### config.mk
export PLATFORM = sky130hd
export DESIGN_NAME = epp_host_ctrl
export DESIGN_NICKNAME = d
export VERILOG_FILES = /design/src/rtl/epp_pkg.sv /design/src/rtl/epp_timer.sv /design/src/rtl/epp_cycle_eng.sv /design/src/rtl/epp_host_ctrl.sv
export SDC_FILE = /design/constraint.sdc
export NUM_CORES = 1
export LEC_CHECK = 0
export ABC_CLOCK_PERIOD_IN_PS = 8119
export BUFFER_PORTS_ARGS = -buffer_cell sky130_fd_sc_hd__clkbuf_2
export CORE_ASPECT_RATIO = 2
export CORE_MARGIN = 8
export CORE_UTILIZATION = 40
export DETAILED_ROUTE_END_ITERATION = 16
export SKIP_LAST_GASP = 1
export SLEW_MARGIN = 0
export SYNTH_ARGS = -nofsm -noshare
export SYNTH_HDL_FRONTEND = slang
export SYNTH_SLANG_ARGS = --single-unit
### constraint.sdc
create_clock -name clk -period 8.12 [get_ports clk]
set_clock_uncertainty 0.15 [all_clocks]
set_input_delay 1.624 -clock clk [delete_from_list [all_inputs] [get_ports clk]]
set_output_delay 1.624 -clock clk [all_outputs]
set_load 0.03 [all_outputs]
### src/rtl/epp_pkg.sv
package epp_pkg;
    localparam logic [2:0] OFF_DATA = 3'd0;
    localparam logic [2:0] OFF_STAT = 3'd1;
    localparam logic [2:0] OFF_CTRL = 3'd2;
    localparam logic [2:0] OFF_EADR = 3'd3;
    localparam logic [2:0] OFF_EDAT = 3'd4;

    localparam int CB_STB = 0;
    localparam int CB_AFD = 1;
    localparam int CB_INI = 2;
    localparam int CB_SEL = 3;
    localparam int CB_DIR = 5;

    localparam logic [5:0] CTL_GATE_MASK = 6'h2F;
    localparam logic [5:0] CTL_GATE_WR   = 6'h04;
    localparam logic [5:0] CTL_GATE_RD   = 6'h24;
    localparam logic [5:0] CTL_RESET     = 6'h0C;

    typedef enum logic {HS_IDLE_ST = 1'b0, HS_EPP_ST = 1'b1} host_st_e;
    typedef enum logic [1:0] {EN_IDLE = 2'd0, EN_STRB = 2'd1, EN_REL = 2'd2} eng_st_e;

    function automatic logic [2:0] be_to_bytes(input logic [3:0] be);
        case (be)
            4'b1111: return 3'd4;
            4'b0011: return 3'd2;
            default: return 3'd1;
        endcase
    endfunction
endpackage

### src/rtl/epp_timer.sv
module epp_timer #(
    parameter int LIMIT = 500
) (
    input  logic clk,
    input  logic rst_n,
    input  logic clear_i,
    input  logic run_i,
    output logic expired_o
);
    localparam int CW = $clog2(LIMIT + 1);
    localparam logic [CW-1:0] LAST = CW'(LIMIT - 1);

    logic [CW-1:0] cnt_d, cnt_q;

    always_comb begin
        cnt_d = cnt_q;
        if (clear_i)
            cnt_d = '0;
        else if (run_i && cnt_q != LAST)
            cnt_d = cnt_q + 1'b1;
    end

    always_ff @(posedge clk) begin
        if (!rst_n) cnt_q <= '0;
        else        cnt_q <= cnt_d;
    end

    assign expired_o = (cnt_q == LAST);


    cnt_bound_chk: assert property (@(posedge clk) disable iff (!rst_n) cnt_q <= LAST);
endmodule

### src/rtl/epp_cycle_eng.sv
module epp_cycle_eng #(
    parameter int TMO_CYCLES = 500
) (
    input  logic       clk,
    input  logic       rst_n,
    input  logic       start_i,
    input  logic       is_read_i,
    input  logic       is_addr_i,
    input  logic       wait_i,
    input  logic [7:0] din_i,
    output logic       done_o,
    output logic       fail_o,
    output logic [7:0] rd_byte_o,
    output logic       write_n_o,
    output logic       dstrb_n_o,
    output logic       astrb_n_o
);
    import epp_pkg::*;

    typedef struct packed {
        eng_st_e    st;
        logic       done;
        logic       fail;
        logic [7:0] rbyte;
        logic       write_n;
        logic       dstrb_n;
        logic       astrb_n;
    } eng_t;

    eng_t d, q;
    logic expired;

    epp_timer #(.LIMIT(TMO_CYCLES)) u_timer (
        .clk      (clk),
        .rst_n    (rst_n),
        .clear_i  (start_i),
        .run_i    (q.st != EN_IDLE),
        .expired_o(expired)
    );

    always_comb begin
        d = q;
        d.done = 1'b0;
        d.fail = 1'b0;
        unique case (q.st)
            EN_IDLE: begin
                if (start_i) begin
                    d.st      = EN_STRB;
                    d.write_n = is_read_i;
                    d.dstrb_n = is_addr_i;
                    d.astrb_n = !is_addr_i;
                end
            end
            EN_STRB: begin
                if (expired) begin
                    d.st = EN_IDLE; d.done = 1'b1; d.fail = 1'b1;
                    d.write_n = 1'b1; d.dstrb_n = 1'b1; d.astrb_n = 1'b1;
                end else if (wait_i) begin
                    d.st = EN_REL; d.rbyte = din_i;
                    d.dstrb_n = 1'b1; d.astrb_n = 1'b1;
                end
            end
            EN_REL: begin
                if (expired) begin
                    d.st = EN_IDLE; d.done = 1'b1; d.fail = 1'b1;
                    d.write_n = 1'b1;
                end else if (!wait_i) begin
                    d.st = EN_IDLE; d.done = 1'b1;
                    d.write_n = 1'b1;
                end
            end
            default: d.st = EN_IDLE;
        endcase
    end

    always_ff @(posedge clk) begin
        if (!rst_n) begin
            q.st <= EN_IDLE; q.done <= 1'b0; q.fail <= 1'b0; q.rbyte <= 8'hFF;
            q.write_n <= 1'b1; q.dstrb_n <= 1'b1; q.astrb_n <= 1'b1;
        end else begin
            q <= d;
        end
    end

    assign done_o    = q.done;
    assign fail_o    = q.fail;
    assign rd_byte_o = q.rbyte;
    assign write_n_o = q.write_n;
    assign dstrb_n_o = q.dstrb_n;
    assign astrb_n_o = q.astrb_n;


    one_strobe_chk: assert property (@(posedge clk) disable iff (!rst_n) !(!q.dstrb_n && !q.astrb_n));

    fail_releases_chk: assert property (@(posedge clk) disable iff (!rst_n) q.fail |-> (q.dstrb_n && q.astrb_n));

    strobe_from_start_chk: assert property (@(posedge clk) disable iff (!rst_n)
        ($fell(q.dstrb_n) || $fell(q.astrb_n)) |-> $past(start_i));
endmodule

### src/rtl/epp_host_ctrl.sv
module epp_host_ctrl #(
    parameter int CLK_HZ = 50_000_000,
    parameter int TMO_NS = 10_000
) (
    input  logic        clk,
    input  logic        rst_n,
    input  logic [2:0]  bus_addr,
    input  logic        bus_wr,
    input  logic        bus_rd,
    input  logic [3:0]  bus_be,
    input  logic [31:0] bus_wdata,
    output logic [31:0] bus_rdata,
    output logic        bus_ready,
    output logic [7:0]  pp_dout,
    input  logic [7:0]  pp_din,
    output logic        pp_dir_in,
    output logic        pp_strobe_n,
    output logic        pp_autofd_n,
    output logic        pp_init_n,
    output logic        pp_selin_n,
    input  logic [4:0]  pp_stat
);
    import epp_pkg::*;

    localparam int TMO_RAW    = ((CLK_HZ / 1000) * TMO_NS) / 1_000_000;
    localparam int TMO_CYCLES = (TMO_RAW < 2) ? 2 : TMO_RAW;

    typedef struct packed {
        host_st_e    st;
        logic [7:0]  dataw;
        logic [5:0]  ctl;
        logic        tmo;
        logic        ready;
        logic [31:0] rdata;
        logic        start;
        logic        isrd;
        logic        isadr;
        logic [2:0]  nb;
        logic [1:0]  idx;
        logic [31:0] wbuf;
        logic [31:0] rbuf;
    } host_t;

    host_t d, q;
    logic       eng_done, eng_fail, eng_wr_n, eng_ds_n, eng_as_n;
    logic [7:0] eng_rbyte;
    logic       gate_wr, gate_rd;
    logic [31:0] rbuf_nxt;

    epp_cycle_eng #(.TMO_CYCLES(TMO_CYCLES)) u_eng (
        .clk      (clk),
        .rst_n    (rst_n),
        .start_i  (q.start),
        .is_read_i(q.isrd),
        .is_addr_i(q.isadr),
        .wait_i   (pp_stat[4]),
        .din_i    (pp_din),
        .done_o   (eng_done),
        .fail_o   (eng_fail),
        .rd_byte_o(eng_rbyte),
        .write_n_o(eng_wr_n),
        .dstrb_n_o(eng_ds_n),
        .astrb_n_o(eng_as_n)
    );

    assign gate_wr = (q.ctl & CTL_GATE_MASK) == CTL_GATE_WR;
    assign gate_rd = (q.ctl & CTL_GATE_MASK) == CTL_GATE_RD;

    always_comb begin
        d = q;
        d.ready = 1'b0;
        d.start = 1'b0;
        rbuf_nxt = q.rbuf;
        unique case (q.st)
            HS_IDLE_ST: begin
                if (bus_wr || bus_rd) begin
                    d.ready = 1'b1;
                    d.rdata = '0;
                    case (bus_addr)
                        OFF_DATA: begin
                            if (bus_wr) d.dataw = bus_wdata[7:0];
                            else        d.rdata[7:0] = q.ctl[CB_DIR] ? pp_din : q.dataw;
                        end
                        OFF_STAT: begin
                            if (bus_wr) begin
                                if (bus_wdata[0]) d.tmo = 1'b0;
                            end else begin
                                d.rdata[7:0] = {pp_stat, 2'b00, q.tmo};
                            end
                        end
                        OFF_CTRL: begin
                            if (bus_wr) d.ctl = bus_wdata[5:0];
                            else        d.rdata[7:0] = {2'b11, q.ctl};
                        end
                        OFF_EADR, OFF_EDAT: begin
                            if ((bus_wr && gate_wr) || (!bus_wr && gate_rd)) begin
                                d.ready = 1'b0;
                                d.st    = HS_EPP_ST;
                                d.start = 1'b1;
                                d.isrd  = !bus_wr;
                                d.isadr = (bus_addr == OFF_EADR);
                                d.nb    = (bus_addr == OFF_EADR) ? 3'd1 : be_to_bytes(bus_be);
                                d.idx   = 2'd0;
                                d.wbuf  = bus_wdata;
                                d.rbuf  = '1;
                            end else if (!bus_wr) begin
                                d.rdata = '1;
                            end
                        end
                        default: begin
                            if (!bus_wr) d.rdata[7:0] = 8'hFF;
                        end
                    endcase
                end
            end
            HS_EPP_ST: begin
                if (eng_done) begin
                    if (q.isrd && !eng_fail) rbuf_nxt[q.idx*8 +: 8] = eng_rbyte;
                    d.rbuf = rbuf_nxt;
                    if (eng_fail || ({1'b0, q.idx} == q.nb - 3'd1)) begin
                        if (eng_fail) d.tmo = 1'b1;
                        d.st    = HS_IDLE_ST;
                        d.ready = 1'b1;
                        d.rdata = q.isrd ? rbuf_nxt : '0;
                    end else begin
                        d.idx   = q.idx + 2'd1;
                        d.start = 1'b1;
                    end
                end
            end
            default: d.st = HS_IDLE_ST;
        endcase
    end

    always_ff @(posedge clk) begin
        if (!rst_n) begin
            q.st <= HS_IDLE_ST; q.dataw <= 8'hFF; q.ctl <= CTL_RESET; q.tmo <= 1'b0;
            q.ready <= 1'b0; q.rdata <= '0; q.start <= 1'b0; q.isrd <= 1'b0;
            q.isadr <= 1'b0; q.nb <= 3'd1; q.idx <= 2'd0; q.wbuf <= '0; q.rbuf <= '1;
        end else begin
            q <= d;
        end
    end

    assign bus_rdata   = q.rdata;
    assign bus_ready   = q.ready;
    assign pp_dout     = (q.st == HS_EPP_ST && !q.isrd) ? q.wbuf[q.idx*8 +: 8] : q.dataw;
    assign pp_dir_in   = q.ctl[CB_DIR];
    assign pp_strobe_n = ~q.ctl[CB_STB] & eng_ds_n;
    assign pp_autofd_n = ~q.ctl[CB_AFD] & eng_wr_n;
    assign pp_init_n   = q.ctl[CB_INI];
    assign pp_selin_n  = ~q.ctl[CB_SEL] & eng_as_n;


    ready_pulse_chk: assert property (@(posedge clk) disable iff (!rst_n) q.ready |=> !q.ready);

    tmo_set_src_chk: assert property (@(posedge clk) disable iff (!rst_n) $rose(q.tmo) |-> $past(eng_fail));

    tmo_clr_src_chk: assert property (@(posedge clk) disable iff (!rst_n)
        $fell(q.tmo) |-> $past(bus_wr && bus_addr == OFF_STAT && bus_wdata[0] && q.st == HS_IDLE_ST));

    wr_gate_chk: assert property (@(posedge clk) disable iff (!rst_n)
        (q.start && !q.isrd) |-> ((q.ctl & CTL_GATE_MASK) == CTL_GATE_WR));

    rd_gate_chk: assert property (@(posedge clk) disable iff (!rst_n)
        (q.start && q.isrd) |-> ((q.ctl & CTL_GATE_MASK) == CTL_GATE_RD));
endmodule

==> summary.txt <==
Outcome
  • Status: finished, final reports clean

Synth
  • Synth top cells by count: nand2_1, dfxtp_1, clkbuf_1
  • Sequential area share after synthesis: 40.7%
  • Syn Nets: 870
  • Synth area leader: dfxtp_1
  • Number of flops mapped to enable cells by yosys: 0
  • Mapped Area: 0.00714 sq mm
  • Area contributors post-synth: dfxtp_1, nand2_1, o221a_2
  • Synth async-reset ratio: 0%
  • Post-Syn Instances: 803
  • Synth cell types: 65
  • Count leader, synth: nand2_1
  • Synth top area share: 40.7%
  • Top FF cell, synth: dfxtp_1
  • Avg Synthesized Cell Area: 8.89 sq um
  • FF+latch count, synth: 145
  • Syn. warnings: 0

Setup path
  • Slowest cell on the critical path: dfxtp_1
  • Critical path type: flip-flop to output port
  • CP required: 6.35 ns
  • Crit-path cells: mux4_2 > mux2_2 > clkbuf_2
  • Setup crit end kind: output port
  • Crit Path Max Fanout: 17
  • Crit start category: flip-flop
  • Arrival time worst endpoint: 2.48 ns
  • Slowest stage delay, CP: 0.96 ns

Clock network
  • CTS tree: yes
  • CTS clk-pin slew, worst paths: 0.06 ns
  • Max Root-Sink Buffers: 2
  • Worst skew pair latency: 0.43 ns
  • Total number of clock tree sinks: 145
  • Clk root buf: clkbuf_16
  • Number of CTS-inserted buffers: 17
  • Post-CTS Hold Fix Bufs: 0
  • H-Tree Depth: 4
  • # resized after CTS: 0
  • Post-CTS Setup Inserts: 0

Cells and area
  • Nets: 904
  • Layout filler cell count: 1773
  • Synth-to-layout area growth: 12.0%
  • Fraction of layout cells with a size suffix above 1: 22.5%
  • ANT cells: 0

STA
  • TNS Setup: 0 ns
  • Fin. Hold Viols: 0
  • Rel. slew slack: 22.3%
  • Slew Limit Fails: 0
  • Worst-Margin Slew: 1.16 ns
  • Final Cycle Share: 52.4%
  • RSZ-0062 raised after global routing: false
  • Tmin final: 4.26 ns
  • Fmax: 0.235 GHz
  • Setup WS post-layout: 3.86 ns
  • Final setup fails: 0

Global routing
  • Initial antenna violation count: 0
  • First-pass GRT wire length: 30400 um
  • Vias in the first global route: 5561
  • Total grt overflow: 0
  • GRT Total Usage: 16.6%
  • Largest net degree at the start of global routing: 66

Floorplanning
  • Initial Util: 40.5%
  • Chip width: 110 um
  • Die ar.: 0.0226 sq mm
  • # rows: 69
  • IO Pins: 102
  • Core area: 0.0176 sq mm
  • Die Y: 205 um

Route
  • DRT iter0 DRCs: 363
  • Post-DRT Antenna Nets: 0
  • First-pass DRT Iterations: 5
  • DRC Markers: 0
  • DRT Wirelength: 19300 um
  • Via Count: 5817
  • Vias per std cell: 5.47
  • WL/cell: 18.2 um

Run
  • Max-Cap Viols: 0

Min path
  • Min-delay worst type: flip-flop to flip-flop

Placement
  • IO Port Bufs: 101
  • DPL Wire Length: 14000 um
  • Place WS: 3.96 ns
  • RePlAce Congestion: 0.884

Power
  • Leak: 3.32 nW
  • Max IR drop VDD: 0.000134 V
  • Pwr/cell area: 205 mW/mm^2
-- layout make-up --
class,count,area (sq um),area share [%]
flip-flops and latches,145,2900,36.3
clock buffers,18,429,5.37
inverters,10,37.5,0.470
repair buffers,107,551,6.89
well taps,213,267,3.33
clock inverters,14,158,1.97
multi-input cells,556,3650,45.6
-- registers in the layout (all words and copies together) (netlist names) --
signal               count
pp_init_n                1
u_eng.astrb_n_o          1
u_eng.done_o             1
q                       86
bus_rdata               32
u_eng.u_timer.cnt_q      9
u_eng.write_n_o          1
u_eng.fail_o             1
u_eng.rd_byte_o          8
u_eng.q                  2
u_eng.dstrb_n_o          1
pp_dir_in                1
bus_ready                1
-- through the flow --
step	utilization (%)	instance area [sq um]	total power [mW]	hold slack, ns	std cells
2_1_floorplan	-	7140	0.836	0.281	803
3_3_place_gp	42.1	7410	0.867	0.291	1031
3_5_place_dp	42.1	7410	0.868	0.298	1031
4_1_cts	45.4	7990	1.65	0.307	1063
5_1_grt	45.4	7990	1.69	0.326	1063
6_report	45.4	7990	1.63	0.303	1063
-- layer usage --
layer | global-route usage (%) | part of all wire (%) | vias up
met5 | 0 | 0 | -
met4 | 6.07 | 1.7 | 0
met3 | 4.16 | 5.0 | 23
met2 | 27.5 | 49 | 146
met1 | 20.3 | 44 | 2752
li1 | - | - | 2896
-- kinds of logic (layout without fill, tap and decap cells) --
logic type	Yosys count	count (layout)	synth area share (%)
adder cells (fa/ha/maj)	11	11	1.93
AO/OA/AOI/OAI	205	205	21.1
multiplexers	40	40	7.15
flip-flops	145	145	40.7
AND/OR/NAND/NOR	287	287	19.4
XOR/XNOR	13	13	1.60
buffers and inverters	102	149	8.26
-- worst paths after layout --
kind | slack, ns | end | start | cells past startpoint
hold reg to reg | 0.30 | q[36] | q[36] | 2
hold / removal | 0.30 | q[36] | q[36] | 2
setup / recovery | 3.86 | pp_dout[0] | q[64] | 3
setup reg to reg | 4.59 | bus_rdata[28] | q[64] | 7
-- power by group --
| group | switching [mW] | internal, mW |
|---|---|---|
| logic | 0.0775 | 0.0414 |
| registers | 0.00842 | 0.723 |
| clock network | 0.328 | 0.457 |
-- critical path: cells and delay by family, from the launching register on --
kind / cells / cell delay [ns]
flops: 1 / 0.96
buf+inv: 1 / 0.19
mux: 2 / 0.91
-- layout by cell type (no fill, tap or decap), types with 5 or more instances in the layout --
cell / Yosys / routed
nand3b_1: 5 / 5
clkbuf_2: 1 / 100
mux2i_1: 24 / 24
mux4_2: 8 / 8
clkbuf_16: 0 / 17
o221a_2: 23 / 23
nand3_1: 23 / 23
buf_4: 32 / 6
a21boi_0: 27 / 27
mux2_2: 8 / 8
nand2_1: 151 / 150
a21oi_1: 37 / 37
inv_1: 10 / 10
a211o_1: 6 / 6
a22oi_1: 16 / 16
nor2_1: 40 / 40
clkinvlp_4: 0 / 5
o211a_1: 5 / 5
nand4_1: 5 / 5
nor2b_1: 12 / 12
xnor2_1: 5 / 5
dfxtp_1: 145 / 145
o21ai_0: 35 / 35
o211ai_1: 26 / 26
a21boi_1: 8 / 8
ha_1: 11 / 11
xor2_1: 8 / 8
and3_1: 12 / 12
Note: power is estimated with default switching activity, not from simulation.
